$ cat src/rtl/rtc_pkg.sv
// Package: shared offsets, control bit positions and control type for the
// seconds RTC. Assumes 32-bit registers on a word-aligned byte address.
package rtc_pkg;
    localparam int DATA_W = 32;
    localparam int ADDR_W = 5;

    // Register index (byte address bits 4:2)
    localparam logic [2:0] IDX_TIME   = 3'd0;
    localparam logic [2:0] IDX_MATCH  = 3'd1;
    localparam logic [2:0] IDX_STAGE  = 3'd2;
    localparam logic [2:0] IDX_CTRL   = 3'd3;
    localparam logic [2:0] IDX_MSTAT  = 3'd4;
    localparam logic [2:0] IDX_RSTAT  = 3'd5;
    localparam logic [2:0] IDX_ACK    = 3'd6;
    localparam logic [2:0] IDX_IDENT  = 3'd7;

    // Control bits, msb first: roll-over, run, mask, enable
    typedef struct packed {
        logic rollover;
        logic run;
        logic mask;
        logic irq_en;
    } rtc_ctrl_t;

    localparam int CTRL_W = 4;
endpackage

$ cat src/rtl/rtc_tick_gen.sv
// Prescaler: divides the bus clock by DIV and gives a one-cycle tick on the
// last count of each period. Free-running from reset; assumes DIV >= 2.
module rtc_tick_gen #(
    parameter int DIV = 50_000_000
) (
    input  logic clk,
    input  logic rst_n,
    output logic tick
);
    localparam int CW = (DIV > 2) ? $clog2(DIV) : 1;
    localparam logic [CW-1:0] LAST = CW'(DIV - 1);

    logic [CW-1:0] phase;

    // Count through one second's worth of clocks, then start over
    always_ff @(posedge clk) begin
        if (!rst_n)
            phase <= '0;
        else if (phase == LAST)
            phase <= '0;
        else
            phase <= phase + 1'b1;
    end

    assign tick = (phase == LAST);
endmodule

$ cat src/rtl/rtc_sec_counter.sv
// Seconds counter with staged load. A staging write marks a load pending;
// the next tick applies it in place of an increment. Increments need run;
// at the all-ones value the counter rolls only when rollover is set.
// upd pulses the cycle after the counter takes a new value.
module rtc_sec_counter #(
    parameter int W = 32
) (
    input  logic         clk,
    input  logic         rst_n,
    input  logic         tick,
    input  logic         run,
    input  logic         rollover,
    input  logic         stage_wr,
    input  logic [W-1:0] stage_data,
    output logic [W-1:0] count,
    output logic [W-1:0] stage_val,
    output logic         pending,
    output logic         upd
);
    localparam logic [W-1:0] TOP = {W{1'b1}};

    logic at_top;
    logic step_ok;
    logic take;

    assign at_top  = (count == TOP);
    assign step_ok = run && !(at_top && !rollover);
    assign take    = tick && (pending || step_ok);

    // Hold the staged time value written by software
    always_ff @(posedge clk) begin
        if (!rst_n)
            stage_val <= '0;
        else if (stage_wr)
            stage_val <= stage_data;
    end

    // Pending flag: set by a staging write, cleared when a tick applies it
    always_ff @(posedge clk) begin
        if (!rst_n)
            pending <= 1'b0;
        else if (stage_wr)
            pending <= 1'b1;
        else if (tick)
            pending <= 1'b0;
    end

    // Counter: on a tick either load the staged value or advance
    always_ff @(posedge clk) begin
        if (!rst_n)
            count <= '0;
        else if (tick && pending)
            count <= stage_val;
        else if (tick && step_ok)
            count <= count + 1'b1;
    end

    // Strobe marking that the counter has just taken a new value
    always_ff @(posedge clk) begin
        if (!rst_n)
            upd <= 1'b0;
        else
            upd <= take;
    end
endmodule

$ cat src/rtl/rtc_alarm.sv
// Alarm: compares the counter with the match value when the counter has
// just updated, sets a sticky raw flag, gates it with enable and mask.
// An acknowledge read clears the flag; a new hit in that cycle wins.
module rtc_alarm #(
    parameter int W = 32
) (
    input  logic         clk,
    input  logic         rst_n,
    input  logic         upd,
    input  logic [W-1:0] count,
    input  logic [W-1:0] match,
    input  logic         irq_en,
    input  logic         mask,
    input  logic         ack_rd,
    output logic         raw,
    output logic         irq
);
    logic hit;

    assign hit = upd && (count == match);

    // Sticky raw alarm flag
    always_ff @(posedge clk) begin
        if (!rst_n)
            raw <= 1'b0;
        else if (hit)
            raw <= 1'b1;
        else if (ack_rd)
            raw <= 1'b0;
    end

    assign irq = raw && irq_en && !mask;
endmodule

$ cat src/rtl/sec_rtc.sv
// Top: register port, control and match registers, read mux, and the
// prescaler, counter and alarm instances. Assumes one strobe per cycle and
// word-aligned addresses; misaligned accesses are ignored.
module sec_rtc #(
    parameter int          TICK_DIV = 50_000_000,
    parameter logic [31:0] VERSION  = 32'h0001_0200
) (
    input  logic        clk,
    input  logic        rst_n,
    input  logic [4:0]  bus_addr,
    input  logic        bus_wr,
    input  logic [31:0] bus_wdata,
    input  logic        bus_rd,
    output logic [31:0] bus_rdata,
    output logic        alarm_irq
);
    import rtc_pkg::*;

    logic [2:0]        idx;
    logic              aligned;
    logic              wr_ok;
    logic              rd_ok;
    rtc_ctrl_t         ctrl;
    logic [DATA_W-1:0] match_val;
    logic [DATA_W-1:0] count;
    logic [DATA_W-1:0] stage_val;
    logic              pending;
    logic              upd;
    logic              tick;
    logic              raw;
    logic              irq;
    logic              stage_wr;
    logic              ack_rd;
    logic [DATA_W-1:0] rd_mux;

    assign idx      = bus_addr[4:2];
    assign aligned  = (bus_addr[1:0] == 2'b00);
    assign wr_ok    = bus_wr && aligned;
    assign rd_ok    = bus_rd && aligned;
    assign stage_wr = wr_ok && (idx == IDX_STAGE);
    assign ack_rd   = rd_ok && (idx == IDX_ACK);

    // Control register write
    always_ff @(posedge clk) begin
        if (!rst_n)
            ctrl <= '0;
        else if (wr_ok && idx == IDX_CTRL)
            ctrl <= rtc_ctrl_t'(bus_wdata[CTRL_W-1:0]);
    end

    // Match register write
    always_ff @(posedge clk) begin
        if (!rst_n)
            match_val <= '0;
        else if (wr_ok && idx == IDX_MATCH)
            match_val <= bus_wdata;
    end

    rtc_tick_gen #(.DIV(TICK_DIV)) u_tick (
        .clk  (clk),
        .rst_n(rst_n),
        .tick (tick)
    );

    rtc_sec_counter #(.W(DATA_W)) u_cnt (
        .clk       (clk),
        .rst_n     (rst_n),
        .tick      (tick),
        .run       (ctrl.run),
        .rollover  (ctrl.rollover),
        .stage_wr  (stage_wr),
        .stage_data(bus_wdata),
        .count     (count),
        .stage_val (stage_val),
        .pending   (pending),
        .upd       (upd)
    );

    rtc_alarm #(.W(DATA_W)) u_alarm (
        .clk   (clk),
        .rst_n (rst_n),
        .upd   (upd),
        .count (count),
        .match (match_val),
        .irq_en(ctrl.irq_en),
        .mask  (ctrl.mask),
        .ack_rd(ack_rd),
        .raw   (raw),
        .irq   (irq)
    );

    // Select the addressed register for reading
    always_comb begin
        case (idx)
            IDX_TIME:  rd_mux = count;
            IDX_MATCH: rd_mux = match_val;
            IDX_STAGE: rd_mux = stage_val;
            IDX_CTRL:  rd_mux = {{(DATA_W-CTRL_W){1'b0}}, ctrl};
            IDX_MSTAT: rd_mux = {{(DATA_W-1){1'b0}}, irq};
            IDX_RSTAT: rd_mux = {{(DATA_W-1){1'b0}}, raw};
            IDX_ACK:   rd_mux = {{(DATA_W-1){1'b0}}, raw};
            default:   rd_mux = VERSION;
        endcase
    end

    // Registered read data
    always_ff @(posedge clk) begin
        if (!rst_n)
            bus_rdata <= '0;
        else if (rd_ok)
            bus_rdata <= rd_mux;
    end

    assign alarm_irq = irq;
endmodule

$ cat config.mk
export PLATFORM = sky130hd
export DESIGN_NAME = sec_rtc
export DESIGN_NICKNAME = d
export VERILOG_FILES = /design/src/rtl/rtc_pkg.sv /design/src/rtl/rtc_tick_gen.sv /design/src/rtl/rtc_sec_counter.sv /design/src/rtl/rtc_alarm.sv /design/src/rtl/sec_rtc.sv
export SDC_FILE = /design/constraint.sdc
export NUM_CORES = 1
export LEC_CHECK = 0
export ABC_CLOCK_PERIOD_IN_PS = 3000
export BUFFER_PORTS_ARGS = -buffer_cell sky130_fd_sc_hd__clkbuf_2
export CAP_MARGIN = 25
export CORE_ASPECT_RATIO = 0.8
export CORE_UTILIZATION = 60
export CTS_BUF_LIST = sky130_fd_sc_hd__clkbuf_4
export DETAILED_ROUTE_END_ITERATION = 10
export PLACE_DENSITY = 0.8
export SETUP_SLACK_MARGIN = 0.05
export SLEW_MARGIN = 20
export SYNTH_ARGS = -nofsm -noshare
export SYNTH_HDL_FRONTEND = slang
export SYNTH_HIERARCHICAL = 1
export SYNTH_SLANG_ARGS = --single-unit
$ cat constraint.sdc
create_clock -name clk -period 3 [get_ports clk]
set_clock_uncertainty 0.1 [all_clocks]
set_input_delay 0.6 -clock clk [delete_from_list [all_inputs] [get_ports clk]]
set_output_delay 0.6 -clock clk [all_outputs]
set_load 0.01 [all_outputs]
==> Implementation_results.wiki, run 1 <==
{| class="wikitable"
! Metric !! Value
|-
| Synthesized area || roughly 0.0083 mm²
|-
| FF+latch count, synth || roughly 160
|-
| Synthesized instance count || about 950
|-
| Setup slack after layout || approximately 0.32 ns
|-
| Drc violations || 0
|-
| Later-pin clock latency in the skew report || 0.58 ns
|-
| Hold_buf cts || 0
|-
| Clock Sinks || 161
|-
| Endpoint type of the worst setup path || flip-flop
|-
| Routed WL per cell || a little under 20 µm
|-
| Total length of routed wires || between 20,000 and 25,000 µm
|-
| Min Tclk post-route || between 2 and 3 ns
|-
| Total power density per cell area || ~420 mW/mm²
|-
| Result of the run || finished clean
|-
| Resized Gates After CTS || 0
|-
| Sequential-to-total area share from yosys stat || 39.0%
|-
| Post-route insts no fill || approximately 1.2k
|-
| Area of all placed cells without fillers || just over 0.009 mm²
|-
| Dominant register cell in the synthesized netlist || sky130_fd_sc_hd__dfxtp_1
|-
| Overall die width || between 100 and 150 µm
|-
| TritonCTS clock tree || built
|-
| Power after layout || around 3900 µW
|-
| Worst setup slack before clock tree synthesis || ~0.4 ns
|-
| Data required time of the worst path || around 3.4 ns
|-
| Total die area || roughly 0.014 mm²
|-
| Library cells used by synthesis || a little over 70
|-
| Clk Tree Root Cell || sky130_fd_sc_hd__clkbuf_4
|-
| Synth warn || 6
|-
| Most frequent cell after synthesis || sky130_fd_sc_hd__dfxtp_1
|-
| Detail Route Antenna Nets || 0
|-
| EDFF count, synth || 0
|-
| Startpoint class of the critical path || flip-flop
|-
| N_diodes || 0
|-
| Starting Density || between 60% and 70%
|-
| Final critical-path share of the clock period || between 80% and 90%
|-
| Post-Synthesis Mean Instance Area || between 8 and 9 µm²
|-
| Total gr overflow || 0
|-
| Vertical extent of the die || between 100 and 150 µm
|-
| Combined area of the multi-input logic cells || between 0.004 and 0.005 mm²
|-
| Max cap viols || 0
|-
| Antenna violations before repair || 0
|-
| Setup-failing EPs final || 0
|-
| Net Count, Synth || just under 1k
|-
| Async set or reset register ratio after synthesis || 0%
|-
| Count of input and output buffers || 73
|-
| Num rows || 37
|-
| Via count of the first global-routing pass || 7,132
|-
| Number of fillers in the final layout || 1,110
|-
| Iter 0 DRT Violations || 930
|-
| Number of buffers added for setup after CTS || 0
|-
| Instance area at placement || slightly below 0.009 mm²
|-
| Longest Clk Path Bufs || 2
|-
| Number of levels in the clock H-tree || 4
|-
| Global-route wire length before repair || 37,200 µm
|-
| Detailed-placement wirelength estimate || between 15,000 and 20,000 µm
|-
| Footprint of the flip-flops and latches || about 0.0032 mm²
|-
| Worst-case headroom to the max-slew limit || between 50% and 60%
|-
| Cell accounting for the most synthesized area || sky130_fd_sc_hd__dfxtp_1
|-
| Worst hold path class || in2reg
|-
| Total placed cells including tap cells || about 1.2k
|-
| Post-DR vias/cell || about 6.3
|-
| Arrival time reported for the critical path endpoint || slightly above 3 ns
|-
| Pin slew with the least headroom to its limit || just over 0.7 ns
|-
| Final count of pins violating max slew || 0
|-
| Share of final-layout standard cells stronger than drive strength 1 || 16.8%
|-
| IR Drop Worst-Case VDD || 0.341 mV
|-
| Via Count || approximately 7.6k
|-
| Leakage power of the design || about 0.0033 µW
|-
| CP Class || reg2reg
|-
| RSZ-0062 raised after global routing || false
|-
| Area share of the largest cell type after synthesis || between 30% and 40%
|-
| Final hold vios || 0
|-
| Ranking of synthesized cells by instance count || sky130_fd_sc_hd__dfxtp_1 (161), sky130_fd_sc_hd__nand2_1 (115), sky130_fd_sc_hd__mux2i_1 (67), sky130_fd_sc_hd__nor2_1 (62), sky130_fd_sc_hd__clkbuf_1 (38)
|-
| Area of the placeable core || between 0.01 and 0.015 mm²
|-
| Number of buffers created by CTS || 17
|-
| First-pass iteration count of the detailed router || 7
|-
| Clk slew on worst S/H paths || 0.13 ns
|-
| Total negative setup slack || 0 ns
|-
| Pin count of the biggest net entering global routing || 35
|-
| Total Routing Usage GR || 33.5%
|-
| Highest Clock Rate || approximately 370 MHz
|-
| Peak fanout along the critical path || 12
|-
| Area added between synthesis and finish || 11.1%
|-
| Count of pins on the block boundary || between 70 and 80
|-
| Number of nets in the layout || ~1.1k
|-
| Final GP Congestion || approximately 1
|-
| Top post-synthesis cells by area || sky130_fd_sc_hd__dfxtp_1 (39%), sky130_fd_sc_hd__mux2i_1 (8.1%), sky130_fd_sc_hd__nand2_1 (5.2%)
|}
## layout by cell type, fill, tap and decap left out, types with 26 or more instances in the layout
cell	Yosys	routed
sky130_fd_sc_hd__a22oi_1	33	33
sky130_fd_sc_hd__o2bb2ai_1	26	26
sky130_fd_sc_hd__a21oi_1	27	27
sky130_fd_sc_hd__nand3_1	28	28
sky130_fd_sc_hd__xnor2_1	30	30
sky130_fd_sc_hd__dfxtp_1	161	161
sky130_fd_sc_hd__nor2_1	62	61
sky130_fd_sc_hd__nor2b_1	30	29
sky130_fd_sc_hd__clkbuf_2	0	73
sky130_fd_sc_hd__nand2_1	115	115
sky130_fd_sc_hd__buf_4	4	38
sky130_fd_sc_hd__o21ai_0	27	27
sky130_fd_sc_hd__mux2i_1	67	67
sky130_fd_sc_hd__a21boi_1	30	30
## logic make-up after synthesis
kind of cell / after synthesis / synth area share (%)
XOR/XNOR: 53 / 5.61
AO/OA/AOI/OAI: 214 / 18.4
adder cells (fa/ha/maj): 2 / 0.303
flip-flops: 161 / 39.0
multiplexers: 70 / 8.52
AND/OR/NAND/NOR: 367 / 23.5
buffers and inverters: 82 / 4.66
## routing by layer
layer	wire [µm]	part of all wire (%)	global-route usage, %
met5	0	0	0
met4	564	2.4	14.2
met3	2190	9.5	7.94
met2	9940	43	50.2
met1	10400	45	45.9
## cell type report
class	instances	share of cell area, %
Clock buffer	22	1.80
Sequential cell	161	35.1
Multi-Input combinational cell	706	50.9
Clock inverter	10	1.74
Tap cell	175	2.38
Inverter	13	0.531
Timing Repair Buffer	113	7.52
## power breakdown
part / leakage (µW) / switching (µW) / internal [µW]
Clock: 0.000178 / 769 / 706
Sequential: 0.00130 / 13.1 / 2150
Combinational: 0.00179 / 134 / 81.4
## per-stage QoR
| stage | util, % | hold slack, ns |
|---|---|---|
| 2_1_floorplan | - | 0.344 |
| 3_3_place_gp | 67.3 | 0.368 |
| 3_5_place_dp | 67.3 | 0.372 |
| 4_1_cts | 69.8 | 0.115 |
| 5_1_grt | 69.9 | 0.113 |
| 6_report | 69.9 | 0.144 |
## state kept, by name, indices dropped and copies added, names as in the netlist
signal / cells
bus_rdata: 32
ctrl: 4
match_val: 32
u_alarm/raw: 1
u_cnt/count: 32
u_cnt/pending: 1
u_cnt/stage_val: 32
u_cnt/upd: 1
u_tick/phase: 26
## critical path: stages (launching register included)
cell                      delay [ns]
sky130_fd_sc_hd__dfxtp_1        0.37
sky130_fd_sc_hd__ha_1           0.25
sky130_fd_sc_hd__and3_2         0.26
sky130_fd_sc_hd__nand4_1        0.12
sky130_fd_sc_hd__nor2_1         0.05
sky130_fd_sc_hd__buf_4          0.16
sky130_fd_sc_hd__nand2_1        0.11
sky130_fd_sc_hd__buf_4          0.21
sky130_fd_sc_hd__nand4_1        0.16
sky130_fd_sc_hd__o31ai_4        0.45
sky130_fd_sc_hd__o21ai_0        0.18
sky130_fd_sc_hd__a31oi_1        0.18
## path summary, 6_finish.rpt
check / start / to / slack, ns / depth (start not counted)
setup / recovery: u_tick/phase[0]$_SDFF_PP0_ / u_cnt/count[28]$_SDFFE_PN0P_ / 0.32 / 11
hold / removal: bus_wdata[26] / match_val[26]$_SDFFE_PN0P_ / 0.14 / 3
setup reg to reg: u_tick/phase[0]$_SDFF_PP0_ / u_cnt/count[28]$_SDFFE_PN0P_ / 0.32 / 11
hold reg to reg: bus_rdata[0]$_SDFFE_PN0P_ / bus_rdata[0]$_SDFFE_PN0P_ / 0.38 / 2
No activity file was read; power rests on OpenSTA's default activity.
==> run 2: changes to the inputs <==
--- a/config.mk
+++ b/config.mk
@@ -9,10 +9,10 @@
 export BUFFER_PORTS_ARGS = -buffer_cell sky130_fd_sc_hd__clkbuf_2
 export CAP_MARGIN = 25
 export CORE_ASPECT_RATIO = 0.8
-export CORE_UTILIZATION = 60
+export CORE_UTILIZATION = 55
 export CTS_BUF_LIST = sky130_fd_sc_hd__clkbuf_4
 export DETAILED_ROUTE_END_ITERATION = 10
-export PLACE_DENSITY = 0.8
+export PLACE_DENSITY = 0.75
 export SETUP_SLACK_MARGIN = 0.05
 export SLEW_MARGIN = 20
 export SYNTH_ARGS = -nofsm -noshare
==> run 2 against run 1 <==
Compared with the run above: the run now ends with DRC left; first-iteration DRC count decreased by 4.3%; register-to-register slack worse by 0.03 ns; combinational power hardly changed; wire length down 0.21%; die area increased by 8.9%; worst setup slack got worse by 0.026 ns; final cell count is 0.67% higher; largest power group unchanged.
==> Implementation_results.wiki, run 2 (synthesis gave the netlist of run 1 again) <==
{| class="wikitable"
! Metric !! Value
|-
| Clock Sinks || 161 (unchanged)
|-
| Pin count of the biggest net entering global routing || 59 (+69%)
|-
| Hold Slack || 0.133 ns (-0.0107 ns)
|-
| Resized Gates After CTS || 0 (unchanged)
|-
| Post-DR vias/cell || 6.19 (-2.0%)
|-
| First-pass iteration count of the detailed router || 9 (+2)
|-
| Leakage power of the design || 0.00323 µW (-1.0%)
|-
| Via count of the first global-routing pass || 7,096 (-0.50%)
|-
| Result of the run || finished with violations
|-
| Count of input and output buffers || 73 (unchanged)
|-
| Most frequent cells in the layout || sky130_fd_sc_hd__dfxtp_1 (161), sky130_fd_sc_hd__nand2_1 (115), sky130_fd_sc_hd__clkbuf_2 (73), sky130_fd_sc_hd__mux2i_1 (67), sky130_fd_sc_hd__nor2_1 (61)
|-
| Min Tclk post-route || 2.70 ns (+0.0258 ns)
|-
| Number of buffers created by CTS || 17 (unchanged)
|-
| Total Routing Usage GR || 31.3% (-2.2 points)
|-
| N_diodes || 0 (unchanged)
|-
| Number of levels in the clock H-tree || 4 (unchanged)
|-
| Via Count || 7,481 (-1.3%)
|-
| Longest Clk Path Bufs || 2 (unchanged)
|-
| Starting Density || 57.1% (-5.8 points)
|-
| Pin slew with the least headroom to its limit || 0.678 ns (-0.0337 ns)
|-
| Area added between synthesis and finish || 11.0% (about the same)
|-
| TritonCTS clock tree || built
|-
| Iter 0 DRT Violations || 890 (-4.3%)
|-
| Setup slack after layout || 0.298 ns (-0.0258 ns)
|-
| Share of final-layout standard cells stronger than drive strength 1 || 16.6% (-0.18 points)
|-
| Number of buffers added for setup after CTS || 0 (unchanged)
|-
| Data required time of the worst path || 3.39 ns (about the same)
|-
| Worst setup slack before clock tree synthesis || 0.363 ns (-0.0372 ns)
|-
| Detail Route Antenna Nets || 0 (unchanged)
|-
| Most common cell type on the critical path || sky130_fd_sc_hd__nand4_1
|-
| Drc violations || 4 (+4)
|-
| Total gr overflow || 0 (unchanged)
|-
| Final hold vios || 0 (unchanged)
|-
| Vertical extent of the die || 112 µm (+4.4%)
|-
| Leading cell type in the layout, fill and taps excluded || sky130_fd_sc_hd__dfxtp_1
|-
| Endpoint type of the worst setup path || flip-flop
|-
| Clk slew on worst S/H paths || 0.15 ns (+0.02 ns)
|-
| Layout Utilization || 63.3% (-6.5 points)
|-
| Later-pin clock latency in the skew report || 0.58 ns (about the same)
|-
| Violated checks || DRC
|-
| Final GP Congestion || 1.00 (+0.65%)
|-
| Startpoint class of the critical path || flip-flop
|-
| Hold_buf cts || 0 (unchanged)
|-
| Total die area || 0.0155 mm² (+8.9%)
|-
| Clk Tree Root Cell || sky130_fd_sc_hd__clkbuf_4
|-
| Highest Clock Rate || 370 MHz (-0.95%)
|-
| Antenna violations before repair || 0 (unchanged)
|-
| Total length of routed wires || 23,100 µm (-0.21%)
|-
| Num rows || 39 (+5.4%)
|-
| Peak fanout along the critical path || 9 (-3)
|-
| Overall die width || 139 µm (+4.4%)
|-
| Count of pins on the block boundary || 74 (unchanged)
|-
| Global-route wire length before repair || 38,200 µm (+2.5%)
|-
| Total power density per cell area || 413 mW/mm² (-1.5%)
|-
| CP Class || reg2reg
|-
| Routed WL per cell || 19.1 µm (-0.87%)
|-
| Detailed-placement wirelength estimate || 16,200 µm (-0.13%)
|-
| Area of the placeable core || 0.0145 mm² (+10%)
|-
| Total placed cells including tap cells || 1,176 (+0.68%)
|-
| Worst-case headroom to the max-slew limit || 54.8% (+2.8 points)
|-
| Final critical-path share of the clock period || 90.1% (+0.86 points)
|-
| IR Drop Worst-Case VDD || 0.374 mV (+9.6%)
|-
| RSZ-0062 raised after global routing || false
|-
| Number of nets in the layout || 1,054 (-0.095%)
|-
| Setup-failing EPs final || 0 (unchanged)
|-
| Post-route insts no fill || 1,208 (+0.67%)
|-
| Arrival time reported for the critical path endpoint || 3.09 ns (about the same)
|-
| Critical-path top delay cell || sky130_fd_sc_hd__o31ai_4
|-
| Max cap viols || 0 (unchanged)
|-
| CP peak stage delay || 0.48 ns (+0.03 ns)
|-
| Series of cell instances along the critical path || ha_1 > and3_2 > nand4_1 > nor2_1 > buf_4 > nand2_1 > nand4_1 > o31ai_4 > o21ai_0 > a31oi_1
|-
| Final count of pins violating max slew || 0 (unchanged)
|-
| Total negative setup slack || 0 ns (unchanged)
|-
| Worst hold path class || in2reg
|}
[run 2: cell count changes in the layout (fill, tap and decap cells not counted)]
cell and change:
sky130_fd_sc_hd__buf_12 +1, sky130_fd_sc_hd__buf_4 -2, sky130_fd_sc_hd__bufinv_16 -1, sky130_fd_sc_hd__clkbuf_4 -5, sky130_fd_sc_hd__clkinv_2 -2, sky130_fd_sc_hd__clkinv_4 -2
sky130_fd_sc_hd__clkinvlp_4 +6, sky130_fd_sc_hd__inv_6 +4, sky130_fd_sc_hd__nor4bb_1 +1, sky130_fd_sc_hd__nor4bb_2 -1
[run 2: worst max-delay path: cells and delay by family, from the launching register on]
kind / cells / cell delay (ns)
compound gates: 3 / 0.88
simple gates: 5 / 0.86
flops: 1 / 0.38
fa+ha+maj: 1 / 0.25
buf+inv: 1 / 0.16
[run 2: stage by stage]
step           total power (µW)  cell area (µm²)
2_1_floorplan              2340             8270
3_3_place_gp               2420             8870
3_5_place_dp               2420             8870
4_1_cts                    3820             9180
5_1_grt                    3950             9180
6_report                   3790             9180
[run 2: area by class of cell]
type                       count  area (µm²)
tap                          184         230
fill                        1252        5310
clock inverter                15         183
sequential                   161        3220
timing repair buffer         112         696
inverter                      13        48.8
multi-input combinational    706        4670
clock buffer                  17         128
[run 2: report_power, final]
group	switching, µW	internal [µW]
sequential	13.6	2150
clock	830	583
combinational	134	80.5
total	978	2820
[run 2: per-layer routing]
metal	vias up	wire, µm	global-route usage (%)
li1	3585	-	-
met1	3581	11100	44.1
met2	283	9580	45.9
met3	32	1910	8.65
met4	0	443	10.4
met5	-	0	0
[run 2: path summary, 6_finish.rpt]
kind	start	endpoint	slack, ns	cells after the start
min	bus_wdata[14]	match_val[14]$_SDFFE_PN0P_	0.13	3
max	u_tick/phase[0]$_SDFF_PP0_	u_cnt/count[28]$_SDFFE_PN0P_	0.30	10
min reg2reg	bus_rdata[0]$_SDFFE_PN0P_	bus_rdata[0]$_SDFFE_PN0P_	0.38	2
max reg2reg	u_tick/phase[0]$_SDFF_PP0_	u_cnt/count[28]$_SDFFE_PN0P_	0.30	10
